`src/rtl/fdl_rx_pkg.sv`:
```
package fdl_rx_pkg;
  localparam int REG_AW    = 3;
  localparam int NUM_MATCH = 2;

  localparam logic [REG_AW-1:0] RA_CTRL    = 3'd0;
  localparam logic [REG_AW-1:0] RA_MATCH_A = 3'd1;
  localparam logic [REG_AW-1:0] RA_MATCH_B = 3'd2;
  localparam logic [REG_AW-1:0] RA_MASK    = 3'd3;
  localparam logic [REG_AW-1:0] RA_STATUS  = 3'd4;
  localparam logic [REG_AW-1:0] RA_RXDATA  = 3'd5;
endpackage

```
`src/rtl/fdl_zero_remover.sv`:
```
module fdl_zero_remover #(
  parameter int STUFF_RUN = 5
) (
  input  logic clk,
  input  logic rst,
  input  logic enable,
  input  logic bit_en,
  input  logic bit_in,
  output logic keep_vld,
  output logic keep_bit
);
  localparam int RUN_MAX = STUFF_RUN + 1;
  localparam int RUN_W   = $clog2(RUN_MAX + 1);

  logic [RUN_W-1:0] run_q;
  logic             drop;

  // A zero is removed only when the run is exactly STUFF_RUN long.
  assign drop = enable && !bit_in && (run_q == RUN_W'(STUFF_RUN));

  always_ff @(posedge clk) begin
    if (rst) begin
      run_q    <= '0;
      keep_vld <= 1'b0;
      keep_bit <= 1'b0;
    end else begin
      keep_vld <= bit_en && !drop;
      if (bit_en) begin
        keep_bit <= bit_in;
        if (!bit_in)
          run_q <= '0;
        else if (run_q != RUN_W'(RUN_MAX))
          run_q <= run_q + 1'b1;
      end
    end
  end
endmodule

```
`src/rtl/fdl_byte_packer.sv`:
```
module fdl_byte_packer #(
  parameter int DATA_W = 8
) (
  input  logic              clk,
  input  logic              rst,
  input  logic              in_vld,
  input  logic              in_bit,
  output logic [DATA_W-1:0] byte_q,
  output logic              byte_rdy
);
  localparam int CNT_W = $clog2(DATA_W);

  logic [DATA_W-1:0] shreg;
  logic [CNT_W-1:0]  cnt_q;
  logic [DATA_W-1:0] shifted;

  // First bit received ends up in bit 0 after DATA_W shifts.
  assign shifted = {in_bit, shreg[DATA_W-1:1]};

  always_ff @(posedge clk) begin
    if (rst) begin
      shreg    <= '0;
      cnt_q    <= '0;
      byte_q   <= '0;
      byte_rdy <= 1'b0;
    end else begin
      byte_rdy <= 1'b0;
      if (in_vld) begin
        shreg <= shifted;
        if (cnt_q == CNT_W'(DATA_W - 1)) begin
          cnt_q    <= '0;
          byte_q   <= shifted;
          byte_rdy <= 1'b1;
        end else begin
          cnt_q <= cnt_q + 1'b1;
        end
      end
    end
  end
endmodule

```
`src/rtl/fdl_match_unit.sv`:
```
module fdl_match_unit #(
  parameter int DATA_W    = 8,
  parameter int NUM_MATCH = 2
) (
  input  logic                             clk,
  input  logic                             rst,
  input  logic                             byte_rdy,
  input  logic [DATA_W-1:0]                byte_q,
  input  logic [NUM_MATCH-1:0][DATA_W-1:0] match_val,
  output logic                             hit
);
  logic [NUM_MATCH-1:0] eq;

  for (genvar i = 0; i < NUM_MATCH; i++) begin : g_cmp
    assign eq[i] = (byte_q == match_val[i]);
  end

  always_ff @(posedge clk) begin
    if (rst) hit <= 1'b0;
    else     hit <= byte_rdy && (|eq);
  end
endmodule

```
`src/rtl/fdl_host_regs.sv`:
```
module fdl_host_regs
  import fdl_rx_pkg::*;
#(
  parameter int DATA_W = 8
) (
  input  logic                             clk,
  input  logic                             rst,
  input  logic                             reg_wr,
  input  logic [REG_AW-1:0]                reg_addr,
  input  logic [DATA_W-1:0]                reg_wdata,
  input  logic                             hit,
  input  logic [DATA_W-1:0]                rx_byte,
  output logic [DATA_W-1:0]                reg_rdata,
  output logic                             destuff_en,
  output logic [NUM_MATCH-1:0][DATA_W-1:0] match_val,
  output logic                             pend,
  output logic                             irq_en
);
  logic [DATA_W-1:0] ctrl_q;
  logic [DATA_W-1:0] mask_q;
  logic              clr;

  assign destuff_en = ctrl_q[0];
  assign irq_en     = mask_q[0];
  assign clr        = reg_wr && (reg_addr == RA_STATUS) && reg_wdata[0];

  always_ff @(posedge clk) begin
    if (rst) begin
      ctrl_q    <= '0;
      mask_q    <= '0;
      match_val <= '0;
      pend      <= 1'b0;
      reg_rdata <= '0;
    end else begin
      if (reg_wr) begin
        case (reg_addr)
          RA_CTRL:    ctrl_q       <= reg_wdata;
          RA_MATCH_A: match_val[0] <= reg_wdata;
          RA_MATCH_B: match_val[1] <= reg_wdata;
          RA_MASK:    mask_q       <= reg_wdata;
          default:    ;
        endcase
      end
      // A new hit wins over a clear in the same cycle.
      if (hit)      pend <= 1'b1;
      else if (clr) pend <= 1'b0;

      case (reg_addr)
        RA_CTRL:    reg_rdata <= ctrl_q;
        RA_MATCH_A: reg_rdata <= match_val[0];
        RA_MATCH_B: reg_rdata <= match_val[1];
        RA_MASK:    reg_rdata <= mask_q;
        RA_STATUS:  reg_rdata <= {{(DATA_W-1){1'b0}}, pend};
        RA_RXDATA:  reg_rdata <= rx_byte;
        default:    reg_rdata <= '0;
      endcase
    end
  end
endmodule

```
`src/rtl/fdl_rx_unit.sv`:
```
module fdl_rx_unit
  import fdl_rx_pkg::*;
#(
  parameter int DATA_W    = 8,
  parameter int STUFF_RUN = 5
) (
  input  logic              clk,
  input  logic              rst,
  input  logic              bit_en,
  input  logic              bit_in,
  input  logic              reg_wr,
  input  logic [REG_AW-1:0] reg_addr,
  input  logic [DATA_W-1:0] reg_wdata,
  output logic [DATA_W-1:0] reg_rdata,
  output logic              byte_ready,
  output logic              irq_n
);
  logic                             destuff_en;
  logic                             keep_vld;
  logic                             keep_bit;
  logic [DATA_W-1:0]                rx_byte;
  logic                             hit;
  logic                             pend;
  logic                             irq_en;
  logic [NUM_MATCH-1:0][DATA_W-1:0] match_val;

  fdl_zero_remover #(.STUFF_RUN(STUFF_RUN)) u_remover (
    .clk(clk), .rst(rst), .enable(destuff_en),
    .bit_en(bit_en), .bit_in(bit_in),
    .keep_vld(keep_vld), .keep_bit(keep_bit)
  );

  fdl_byte_packer #(.DATA_W(DATA_W)) u_packer (
    .clk(clk), .rst(rst), .in_vld(keep_vld), .in_bit(keep_bit),
    .byte_q(rx_byte), .byte_rdy(byte_ready)
  );

  fdl_match_unit #(.DATA_W(DATA_W), .NUM_MATCH(NUM_MATCH)) u_match (
    .clk(clk), .rst(rst), .byte_rdy(byte_ready), .byte_q(rx_byte),
    .match_val(match_val), .hit(hit)
  );

  fdl_host_regs #(.DATA_W(DATA_W)) u_regs (
    .clk(clk), .rst(rst), .reg_wr(reg_wr), .reg_addr(reg_addr),
    .reg_wdata(reg_wdata), .hit(hit), .rx_byte(rx_byte),
    .reg_rdata(reg_rdata), .destuff_en(destuff_en),
    .match_val(match_val), .pend(pend), .irq_en(irq_en)
  );

  always_ff @(posedge clk) begin
    if (rst) irq_n <= 1'b1;
    else     irq_n <= !(pend && irq_en);
  end
endmodule

```
`config.mk`:
```
export PLATFORM = sky130hd
export DESIGN_NAME = fdl_rx_unit
export DESIGN_NICKNAME = d
export VERILOG_FILES = /design/src/rtl/fdl_rx_pkg.sv /design/src/rtl/fdl_zero_remover.sv /design/src/rtl/fdl_byte_packer.sv /design/src/rtl/fdl_match_unit.sv /design/src/rtl/fdl_host_regs.sv /design/src/rtl/fdl_rx_unit.sv
export SDC_FILE = /design/constraint.sdc
export NUM_CORES = 1
export LEC_CHECK = 0
export ABC_CLOCK_PERIOD_IN_PS = 1200
export BUFFER_PORTS_ARGS = -buffer_cell sky130_fd_sc_hd__buf_2
export CORE_ASPECT_RATIO = 0.9
export CORE_MARGIN = 4
export CORE_UTILIZATION = 53
export DETAILED_ROUTE_END_ITERATION = 16
export HOLD_SLACK_MARGIN = 0.05
export PLACE_DENSITY = 0.75
export SLEW_MARGIN = 20
export SYNTH_ARGS = -nofsm -noshare
export SYNTH_HDL_FRONTEND = slang
export SYNTH_SLANG_ARGS = --single-unit
```
`constraint.sdc`:
```
create_clock -name clk -period 1.2 [get_ports clk]
set_input_delay 0.18 -clock clk [delete_from_list [all_inputs] [get_ports clk]]
set_output_delay 0.18 -clock clk [all_outputs]
set_load 0.005 [all_outputs]
```
* Word level (Yosys, flattened, before mapping) *
Index checks and enable logic that the tools add are counted.

cells by class
  $add $sub $neg = 2
  equal/unequal tests = 11
  mux-type cells = 7
  bitwise logic cells = 1
  reduce and logical (&&, ||, !) cells = 20

operators by type and width
  operator                                                          count
  8-bit one-hot mux with 6 select lines                             1
  8-bit == test                                                     2
  3-bit == test (second input constant)                             4
  2-bit AND reduction                                               6
  3-bit two-way mux                                                 3
  1-bit logical AND                                                 7
  3-bit by 1-bit adder with 3-bit output (second input constant)    2
  3-bit by 2-bit == test with 1-bit output (second input constant)  2
  2-bit OR reduction                                                2
  3-bit by 1-bit == test with 1-bit output (second input constant)  1
  1-bit zero test                                                   3
  3-bit zero test                                                   1
  1-bit two-way mux                                                 3
  3-bit != test (second input constant)                             1
  2-bit by 1-bit != test with 1-bit output (second input constant)  1
  2-bit nonzero test                                                1
  1-bit inverter                                                    1

storage, ports and cells
  flip-flop bits (word level) = 68
  output and inout bits = 10

* Logic depth before layout (Yosys ltp) *
Gate-level depths: netlist of run 1.

  depth after elaboration = 5
  gate-level depth with buffers = 6
  depth with buffers taken out = 6

* Hierarchy *
From an unflattened synthesis of run 1, not the netlist that was laid out.

second synthesis, totals
  cells, all modules = 341
  area total of the unflattened synthesis = 3121.7 µm²

by module, submodules not included
  module            times used  cells an instance  area an instance (µm²)  seq. area each (µm²)
  fdl_host_regs     1           211                1811.7                  820.8
  fdl_byte_packer   1           77                 807.0                   380.4
  fdl_zero_remover  1           28                 264.0                   100.1
  fdl_match_unit    1           23                 211.5                   20.0
  fdl_rx_unit       1           2                  27.5                    20.0

* Worst setup path before layout of run 1 *
No wires, ideal clock.

  kind = flip-flop to flip-flop
  from = register u_packer.cnt_q[0]
  to = register u_packer.cnt_q[0]
  library setup time = 128 ps
  arrival = 1091 ps
  required time = 1072 ps
  slack = -19 ps
  cell stages (with the launch flop) = 7
  buffers on the path = 1
  cell sequence = dfxtp_1 ha_1 ha_1 clkbuf_1 nor2_1 mux2i_1 nor2_1

between the ends
  cells in the longest elaborated chain, start to end = 2

RTL lines
  what                                                                            line                                          source
  start: declaration                                                              fdl_byte_packer.sv:14                         logic [CNT_W-1:0] cnt_q;
  start signal: assignment                                                        fdl_byte_packer.sv:35                         cnt_q <= cnt_q + 1'b1;
  3-bit by 1-bit adder with 3-bit output / 3-bit == test (equally long branches)  fdl_byte_packer.sv:35, fdl_byte_packer.sv:30
  3-bit two-way mux *                                                             fdl_byte_packer.sv:30                         if (cnt_q == CNT_W'(DATA_W - 1)) begin

Mark *: on every way between the ends. The rest lies on a longest branch, timed or not.
A chain may end at the register's enable or synchronous reset.

* Worst setup path in the final report of run 1 *
  from = register u_packer.byte_q[5]
  to = register u_match.hit

between the ends
  cells in the longest elaborated chain, start to end = 3

RTL lines
  what                      line                   source
  start: declaration        fdl_byte_packer.sv:8   output logic [DATA_W-1:0] byte_q,
  start signal: assignment  fdl_byte_packer.sv:32  byte_q <= shifted;
  8-bit == test             fdl_match_unit.sv:15   assign eq[i] = (byte_q == match_val[i]);
  2-bit OR reduction *      fdl_match_unit.sv:20   else hit <= byte_rdy && (|eq);
  1-bit logical AND *       fdl_match_unit.sv:20
  end signal: assignment    fdl_match_unit.sv:20
  end: declaration          fdl_match_unit.sv:10   output logic hit

Marked as above.

==> results.toml, run 1 <==
[run_status]
status = "finished with violations"
violations = "setup timing"

[job]
maxCapViolations = 0

[power]
ir_worst_vdd_uv = 630
p_leak_nw = 1.51
pwr-share-comb = 0.083
p_total_mw = 4.31
power.share.switching = 0.238
internal_power_mw = 3.28
pwr-share-clk = 0.386
p_per_area_nw_per_um2 = 1190
power.switching_mw = 1.03
p_seq_frac = 0.532

[route]
ant_nets = 0
wl_um = 7170
wl_per_cell_um = 16.0
drt_first_pass_iters = 4
via_per_inst = 5.45
drc = 0
vias = 2442
drt_first_iter_violations = 223

[placed_design]
place.gp.congestion = 0.880
post-place-cells = 430
hpwlAfterDp_um = 5060
placed_area_sq_um = 3350
port_buffers = 25

[synthesis]
synthFlopType = "dfxtp_1"
synthTopCellsByArea = "dfxtp_1, nand2_1, mux2i_1, a21oi_1, xor2_1"
synthCells = 316
yosysTopAreaCellShare = 0.459
synthTopCellsByCount = "dfxtp_1, nand2_1, a21oi_1, nor2_1, mux2i_1"
synth-seq-cells = 67
synth.yosys.seq_area_share = 0.459
synth.most_common_cell = "dfxtp_1"
synth_top_cell_by_area = "dfxtp_1"
netlist_area_sq_um = 2920
ys_types = 33
yosys_warnings = 0
syn_avg_cell_area_sq_um = 9.25
synth_edf_count = 0
async_flop_share = 0
syn_nets = 337

[cts]
cts_buffers = 9
worstSkewPairLatency_ns = 0.34
cts_tree = "yes"
path_clk_slew_ns = 0.07
clk_path_buf_depth = 2
cts_sinks = 67
h-tree-depth = 3
ctsHoldBuffers = 0
clock-root-buffer = "clkbuf_8"

[final_layout]
syn_to_final_growth_pct = 23.5
antenna_cells = 0
drive_gt1_frac = 0.302
fin_area_sq_um = 3610
post_layout_nonfiller_instances = 448
fin_nets = 397

[global_route]
grt_max_degree = 23
grt_util_all_layers = 0.231
grt_pass1_wl_um = 11900
grt_overflow = 0
grt_pass1_vias = 2427
antenna_found_initial = 0

[timing]
skew_ns = 0.00569
setup_violations = 1
maxSlewHeadroom = 0.646
setup_slack_ns = -0.0847
fin_crit_sh = 1.07
slew_viol_final = 0
fin_crit_ns = 1.28
rsz0062_at_grt = "true"
hold_viol_final = 0
tightest_slew_ns = 0.531
timing.fmax_ghz = 0.778

[die]
core-area_sq_um = 5290
io_pins = 26
rows = 25
dieHeight_um = 78.5
die_x_um = 86.3
initial_core_util = 0.553
die_area_sq_um = 6770

[worst_hold_path]
hold_class = "in -> reg"
hold_start = "reg_wdata[1]"

[worst_setup_path]
worst-path-buf-inv = 0
end_kind = "flip-flop"
crit_type = "reg -> reg"
cpPeakStageDelay_ns = 0.35
arrival_ns = 1.55
cp.required_ns = 1.46
cp_max_fo = 3
reg2reg_from = "u_packer.byte_q[5]"
cp_cell_sequence = "xor2_1 > nor4_1 > a22oi_1 > nor3b_2"
path_delay_family = "simple AND/OR/NAND/NOR gates"
crit_slowest_cell = "dfxtp_1"
crit_start = "u_packer.byte_q[5]"
critPathLaunchType = "flip-flop"
-- tightest hold or removal path, delay by kind of cell --
| kind | cells | cell delay, ns |
|---|---|---|
| buf+inv | 1 | 0.12 |
| simple gates | 1 | 0.05 |
| compound gates | 1 | 0.05 |
-- logic make-up (layout without fill, tap and decap cells) --
family / after synthesis / count (layout) / synth area share
mux: 28 / 28 / 0.134
compound gates: 49 / 49 / 0.0959
fa+ha+maj: 5 / 5 / 0.0214
xor+xnor: 16 / 16 / 0.0479
flops: 67 / 67 / 0.459
simple gates: 130 / 130 / 0.202
buf+inv: 21 / 86 / 0.0398
-- path summary, 6_finish.rpt --
| path | to | slack, ns | cells after the start |
|---|---|---|---|
| max | u_match.hit | -0.08 | 4 |
| min | u_regs.mask_q[1] | 0.11 | 3 |
| max reg2reg | u_match.hit | -0.08 | 4 |
| min reg2reg | irq_n | 0.44 | 1 |
-- state kept, by name, summed over array words and instances, names as in the netlist --
register            cells
irq_n                   1
u_match.hit             1
u_packer.byte_q         8
u_packer.byte_rdy       1
u_packer.cnt_q          3
u_packer.shreg          7
u_regs.ctrl_q           8
u_regs.mask_q           8
u_regs.match_val       16
u_regs.pend             1
u_regs.reg_rdata        8
u_remover.keep_bit      1
u_remover.keep_vld      1
u_remover.run_q         3
-- cell usage in the layout, fill, tap and decap left out, drive strengths merged --
master	instances
nor4	4
and3	2
and4b	1
a22oi	1
and2	2
and3b	1
nand3b	2
nor2b	2
o21ai	3
clkinv	2
xor2	16
nor3	1
nand3	16
nor2	25
ha	5
nand4	2
dfxtp	67
inv	3
clkbuf	14
mux4	8
nor3b	2
a211oi	1
nand2	62
buf	67
a21oi	44
nand2b	8
mux2i	20
-- layout make-up --
cell class | count | area [sq um]
well taps | 67 | 83.8
multi-input cells | 228 | 1520
inverters | 3 | 11.3
clock inverters | 2 | 10.0
clock buffers | 14 | 163
repair buffers | 67 | 477
fillers | 429 | 1680
flip-flops and latches | 67 | 1350
-- routing by layer --
metal / up-vias / global-route usage / wire length (um)
met5: - / 0 / 0
met4: 0 / 0.103 / 174
met3: 17 / 0.0661 / 496
met2: 71 / 0.361 / 3410
met1: 1158 / 0.298 / 3080
li1: 1196 / - / -
-- power by group through the flow --
stage	combinational [mW]	clock [mW]	sequential, mW
after global routing	0.390	1.78	2.29
final	0.357	1.66	2.29
after detailed placement	0.342	0	2.33
after global placement	0.333	0	2.33
after CTS	0.347	1.69	2.29
after floorplan	0.194	0	2.33
-- per-stage QoR --
stage	TNS, ns	worst slack (ns)	utilization	hold WS [ns]
floorplan	0	0.0177	-	0.277
finish	-0.0847	-0.0847	0.683	0.107
detailed placement	-5.14	-0.232	0.634	0.434
global route	-0.227	-0.133	0.683	0.103
CTS	-0.0882	-0.0882	0.672	0.0921
global placement	-3.70	-0.166	0.634	0.418
-- repair_timing --
action | 4_1_cts | 5_1_grt
resized for setup | 14 | 13
pin swaps | 2 | 6
buffers inserted | 0 | 2
endpoints found under the setup margin | 13 | 14
Power figures use the tool's default switching activity.
==> run 2, diff against run 1 <==
==> constraint.sdc (replaced) <==
create_clock -name clk -period 1.2 [get_ports clk]
set_input_delay 0.12 -clock clk [delete_from_list [all_inputs] [get_ports clk]]
set_output_delay 0.12 -clock clk [all_outputs]
set_load 0.005 [all_outputs]
==> run 2 against run 1 <==
The flow still finishes with violations (setup timing); largest power group unchanged; clock skew rose by 0.00060 ns; non-clock buffer count rose by 3; critical path depth unchanged; sequential share of layout area about the same; global-route usage down 0.98 points; routed wire length decreased by 4.8%; first-iteration DRC count down 10%; core utilization rose by 0.31 points; flip-flop and latch count unchanged; via count is 0.86% lower.
==> results.toml, run 2 (synthesis gave the netlist of run 1 again) <==
[worst_hold_path]
hold_class = "in -> reg"

[worst_setup_path]
crit_type = "reg -> reg"
cp_cell_sequence = "xor2_1 > nor4_1 > a22oi_1 > nor3b_1"
worst-path-buf-inv = 0
cp_max_fo = 4
path_delay_family = "simple AND/OR/NAND/NOR gates"
cp.required_ns = 1.47
arrival_ns = 1.51
crit_slowest_cell = "dfxtp_2"
cpPeakStageDelay_ns = 0.35
end_kind = "flip-flop"
critPathLaunchType = "flip-flop"

[cts]
clock-root-buffer = "clkbuf_8"
h-tree-depth = 3
cts_tree = "yes"
worstSkewPairLatency_ns = 0.34
cts_sinks = 67
clk_path_buf_depth = 2
path_clk_slew_ns = 0.07
cts_buffers = 9

[power]
p_per_area_nw_per_um2 = 1200
ir_worst_vdd_uv = 878
p_leak_nw = 1.50

[global_route]
grt_util_all_layers = 0.222
grt_pass1_vias = 2310
antenna_found_initial = 0
grt_max_degree = 31
grt_pass1_wl_um = 11400
grt_overflow = 0

[timing]
rsz0062_at_grt = "true"
fin_crit_ns = 1.24
skew_ns = 0.00629
timing.fmax_ghz = 0.806
slew_viol_final = 0
setup_slack_ns = -0.0407
hold_ws_ns = 0.0820
hold_viol_final = 0
fin_crit_sh = 1.03
tightest_slew_ns = 0.507
setup_violations = 1
maxSlewHeadroom = 0.662

[final_layout]
antenna_cells = 0
largest_reg_flops = 16
fin_nets = 400
top_register = "u_regs.match_val"
mostFrequentLayoutCells = "nand2_1, dfxtp_1, buf_4"
final_common_cell = "nand2_1"
syn_to_final_growth_pct = 24.1
fill_cells = 441
drive_gt1_frac = 0.298

[route]
via_per_inst = 5.38
vias = 2421
wl_per_cell_um = 15.2
drt_first_pass_iters = 4
drc = 0
wl_um = 6820
ant_nets = 0
drt_first_iter_violations = 200

[die]
die_area_sq_um = 6770
initial_core_util = 0.553
dieHeight_um = 78.5
core-area_sq_um = 5290
io_pins = 26
rows = 25
die_x_um = 86.3

[run_status]
violations = "setup timing"
status = "finished with violations"

[placed_design]
port_buffers = 25
place.gp.congestion = 0.884
hpwlAfterDp_um = 4800
dp_slack_ns = -0.149

[job]
maxCapViolations = 0
==> run 2: changes by cell type in the layout (fill, tap and decap cells not counted), moves of 2 or more <==
cell | before | now
dfxtp_1 | 59 | 54
buf_4 | 37 | 35
dfxtp_2 | 8 | 13
dlygate4sd3_1 | 0 | 9
buf_6 | 3 | 0
clkbuf_1 | 3 | 1
==> run 2: area by class of cell <==
cell class | count | area, sq um | share of cell area
Clock inverter | 2 | 10.0 | 0.00276
Inverter | 3 | 11.3 | 0.00310
Tap cell | 67 | 83.8 | 0.0231
Timing Repair Buffer | 70 | 498 | 0.137
Multi-Input combinational cell | 228 | 1500 | 0.413
Sequential cell | 67 | 1360 | 0.374
Clock buffer | 13 | 169 | 0.0466
==> run 2: power breakdown <==
part           switching (mW)  internal, mW  leakage (nW)  total (mW)
logic                   0.190         0.169         0.861       0.359
clock network           0.787         0.901        0.0953        1.69
registers              0.0268          2.26         0.548        2.29
==> run 2: repair_timing <==
item                                    4_1_cts  5_1_grt
endpoints found under the setup margin       12       14
pin swaps                                     3        6
hold endpoints to repair                     17        0
hold buffers                                  9        0
buffers inserted                              0        0
resized for setup                            10       17
cloned                                        0        0
==> run 2: path summary, 6_finish.rpt <==
| path | from | to | slack [ns] | cells after the start |
|---|---|---|---|---|
| worst max-delay path | u_packer.byte_q[2] | u_match.hit | -0.04 | 4 |
| worst max register to register | u_packer.byte_q[2] | u_match.hit | -0.04 | 4 |
| worst min-delay path | bit_in | u_remover.run_q[1] | 0.08 | 3 |
| worst min register to register | u_regs.pend | irq_n | 0.45 | 1 |
==> run 2: per-layer routing <==
layer	share of wire	up-vias	global-route usage
met3	0.055	10	0.0672
met2	0.47	58	0.340
met5	0	-	0
met1	0.46	1151	0.296
met4	0.015	0	0.0794
li1	-	1202	-
==> run 2: tightest hold or removal path, cell delays in order <==
cell and delay [ns]:
buf_2 0.13, o21ai_1 0.07, a21oi_1 0.06
==> run 2: through the flow <==
stage	TNS [ns]	std cells	power (mW)	utilization	cell area, sq um
after floorplan	0	316	2.52	-	2920
after global placement	-2.01	426	2.65	0.626	3310
after detailed placement	-2.76	426	2.66	0.626	3310
after CTS	-0.00471	450	4.36	0.679	3590
after global routing	-0.118	450	4.51	0.686	3630
final	-0.0407	450	4.34	0.686	3630
==> run 3, diff against run 2 <==
- CELL_PAD_IN_SITES_DETAIL_PLACEMENT: not set -> 0
- CELL_PAD_IN_SITES_GLOBAL_PLACEMENT: not set -> 1
- CORE_UTILIZATION: 53 -> 41
- PLACE_DENSITY: 0.75 -> not set
- PLACE_DENSITY_LB_ADDON: not set -> 0.1
==> run 3 against run 2 <==
The run now ends clean; power is 4.8% higher; worst setup slack gained 0.048 ns; core utilization shrank 12 points; clock power increased by 11%; final cell count is 5.8% higher.
==> results.toml, run 3 (synthesis gave the netlist of run 1 again) <==
[timing]
hold_viol_final = 0
timing.fmax_ghz = 0.838
fin_crit_sh = 0.994
rsz0062_at_grt = "true"
fin_crit_ns = 1.19
slew_viol_final = 0
skew_ns = 0.00690
maxSlewHeadroom = 0.727
tightest_slew_ns = 0.409
setup_violations = 0

[placed_design]
port_buffers = 25
placed_area_sq_um = 3400
hpwlAfterDp_um = 5210
place.gp.congestion = 0.860

[final_layout]
fin_nets = 403
fin_area_sq_um = 3790
syn_to_final_growth_pct = 29.8
largest_reg_flops = 16
drive_gt1_frac = 0.321
antenna_cells = 0
final_common_cell = "nand2_1"
top_register = "u_regs.match_val"
mostFrequentLayoutCells = "nand2_1, dfxtp_1, buf_4"

[route]
wl_per_cell_um = 15.6
via_per_inst = 5.01
drt_first_iter_violations = 87
drc = 0
wl_um = 7430
drt_first_pass_iters = 5
ant_nets = 0
vias = 2385

[global_route]
grt_util_all_layers = 0.189
grt_overflow = 0
grt_pass1_vias = 2464
antenna_found_initial = 0
grt_max_degree = 39
grt_pass1_wl_um = 12500

[worst_setup_path]
end_kind = "flip-flop"
critPathLaunchType = "flip-flop"
crit_type = "reg -> reg"
cpPeakStageDelay_ns = 0.44
path_delay_family = "multiplexers"
worst-path-buf-inv = 1
cp_cell_sequence = "buf_6 > mux4_2 > mux2i_1 > nor2_1"
cp_max_fo = 2
crit_slowest_cell = "mux4_2"
cp.required_ns = 1.43
arrival_ns = 1.42

[cts]
path_clk_slew_ns = 0.07
cts_sinks = 67
cts_buffers = 9
worstSkewPairLatency_ns = 0.34
clk_path_buf_depth = 2
clock-root-buffer = "clkbuf_8"
h-tree-depth = 3
cts_tree = "yes"

[die]
core-area_sq_um = 6760
die_area_sq_um = 8550
initial_core_util = 0.432
io_pins = 26
die_x_um = 97
dieHeight_um = 88.1
rows = 28

[run_status]
status = "finished, final reports clean"

[power]
ir_worst_vdd_uv = 810
p_total_mw = 4.54
p_per_area_nw_per_um2 = 1200
p_leak_nw = 1.55

[job]
maxCapViolations = 0

[worst_hold_path]
hold_class = "in -> reg"
-- run 3: stage by stage --
stage	setup TNS, ns	hold WS (ns)	worst slack, ns	cells	utilization
after global placement	-1.88	0.394	-0.138	452	0.503
after CTS	-0.0167	0.0604	-0.0167	476	0.548
final	0	0.0676	0.00689	476	0.561
after floorplan	0	0.217	0.0177	316	-
after detailed placement	-1.99	0.389	-0.165	452	0.503
after global routing	-0.181	0.0536	-0.0798	476	0.561
-- run 3: path summary, 6_finish.rpt --
check                                          from                  end  slack [ns]  cells after the start
worst max register to register  u_regs.match_val[8]  u_regs.reg_rdata[0]       0.007                      4
worst min register to register          u_regs.pend                irq_n        0.45                      1
worst min-delay path                   reg_wdata[0]  u_regs.match_val[0]        0.07                      3
worst max-delay path            u_regs.match_val[8]  u_regs.reg_rdata[0]       0.007                      4
-- run 3: area by class of cell --
| class | instances | area (sq um) |
|---|---|---|
| Sequential cell | 67 | 1360 |
| Timing Repair Buffer | 73 | 572 |
| Clock buffer | 13 | 159 |
| Tap cell | 90 | 113 |
| Clock inverter | 2 | 35.0 |
| Multi-Input combinational cell | 228 | 1540 |
| Fill cell | 659 | 2970 |
| Inverter | 3 | 11.3 |
-- run 3: worst register-to-register path, stage by stage, from the launching register on --
cell and delay (ns):
dfxtp_2 0.32, buf_6 0.11, mux4_2 0.44, mux2i_1 0.16, nor2_1 0.05
-- run 3: layer usage --
| layer | global-route usage | vias up | share of wire |
|---|---|---|---|
| met5 | 0 | - | 0 |
| met4 | 0.0472 | 0 | 0.010 |
| met3 | 0.0533 | 8 | 0.036 |
| met2 | 0.305 | 34 | 0.46 |
| met1 | 0.253 | 1142 | 0.49 |
| li1 | - | 1201 | - |
-- run 3: power breakdown --
part / internal, mW / switching, mW
Clock: 1.06 / 0.820
Sequential: 2.26 / 0.0296
Combinational: 0.177 / 0.197
-- run 3: what timing repair did --
item	in CTS	in global routing
endpoints found under the hold margin	16	0
pin swaps	3	11
hold buffers	7	0
setup buffers	2	0
gates resized for setup	15	26
setup endpoints to repair	13	18
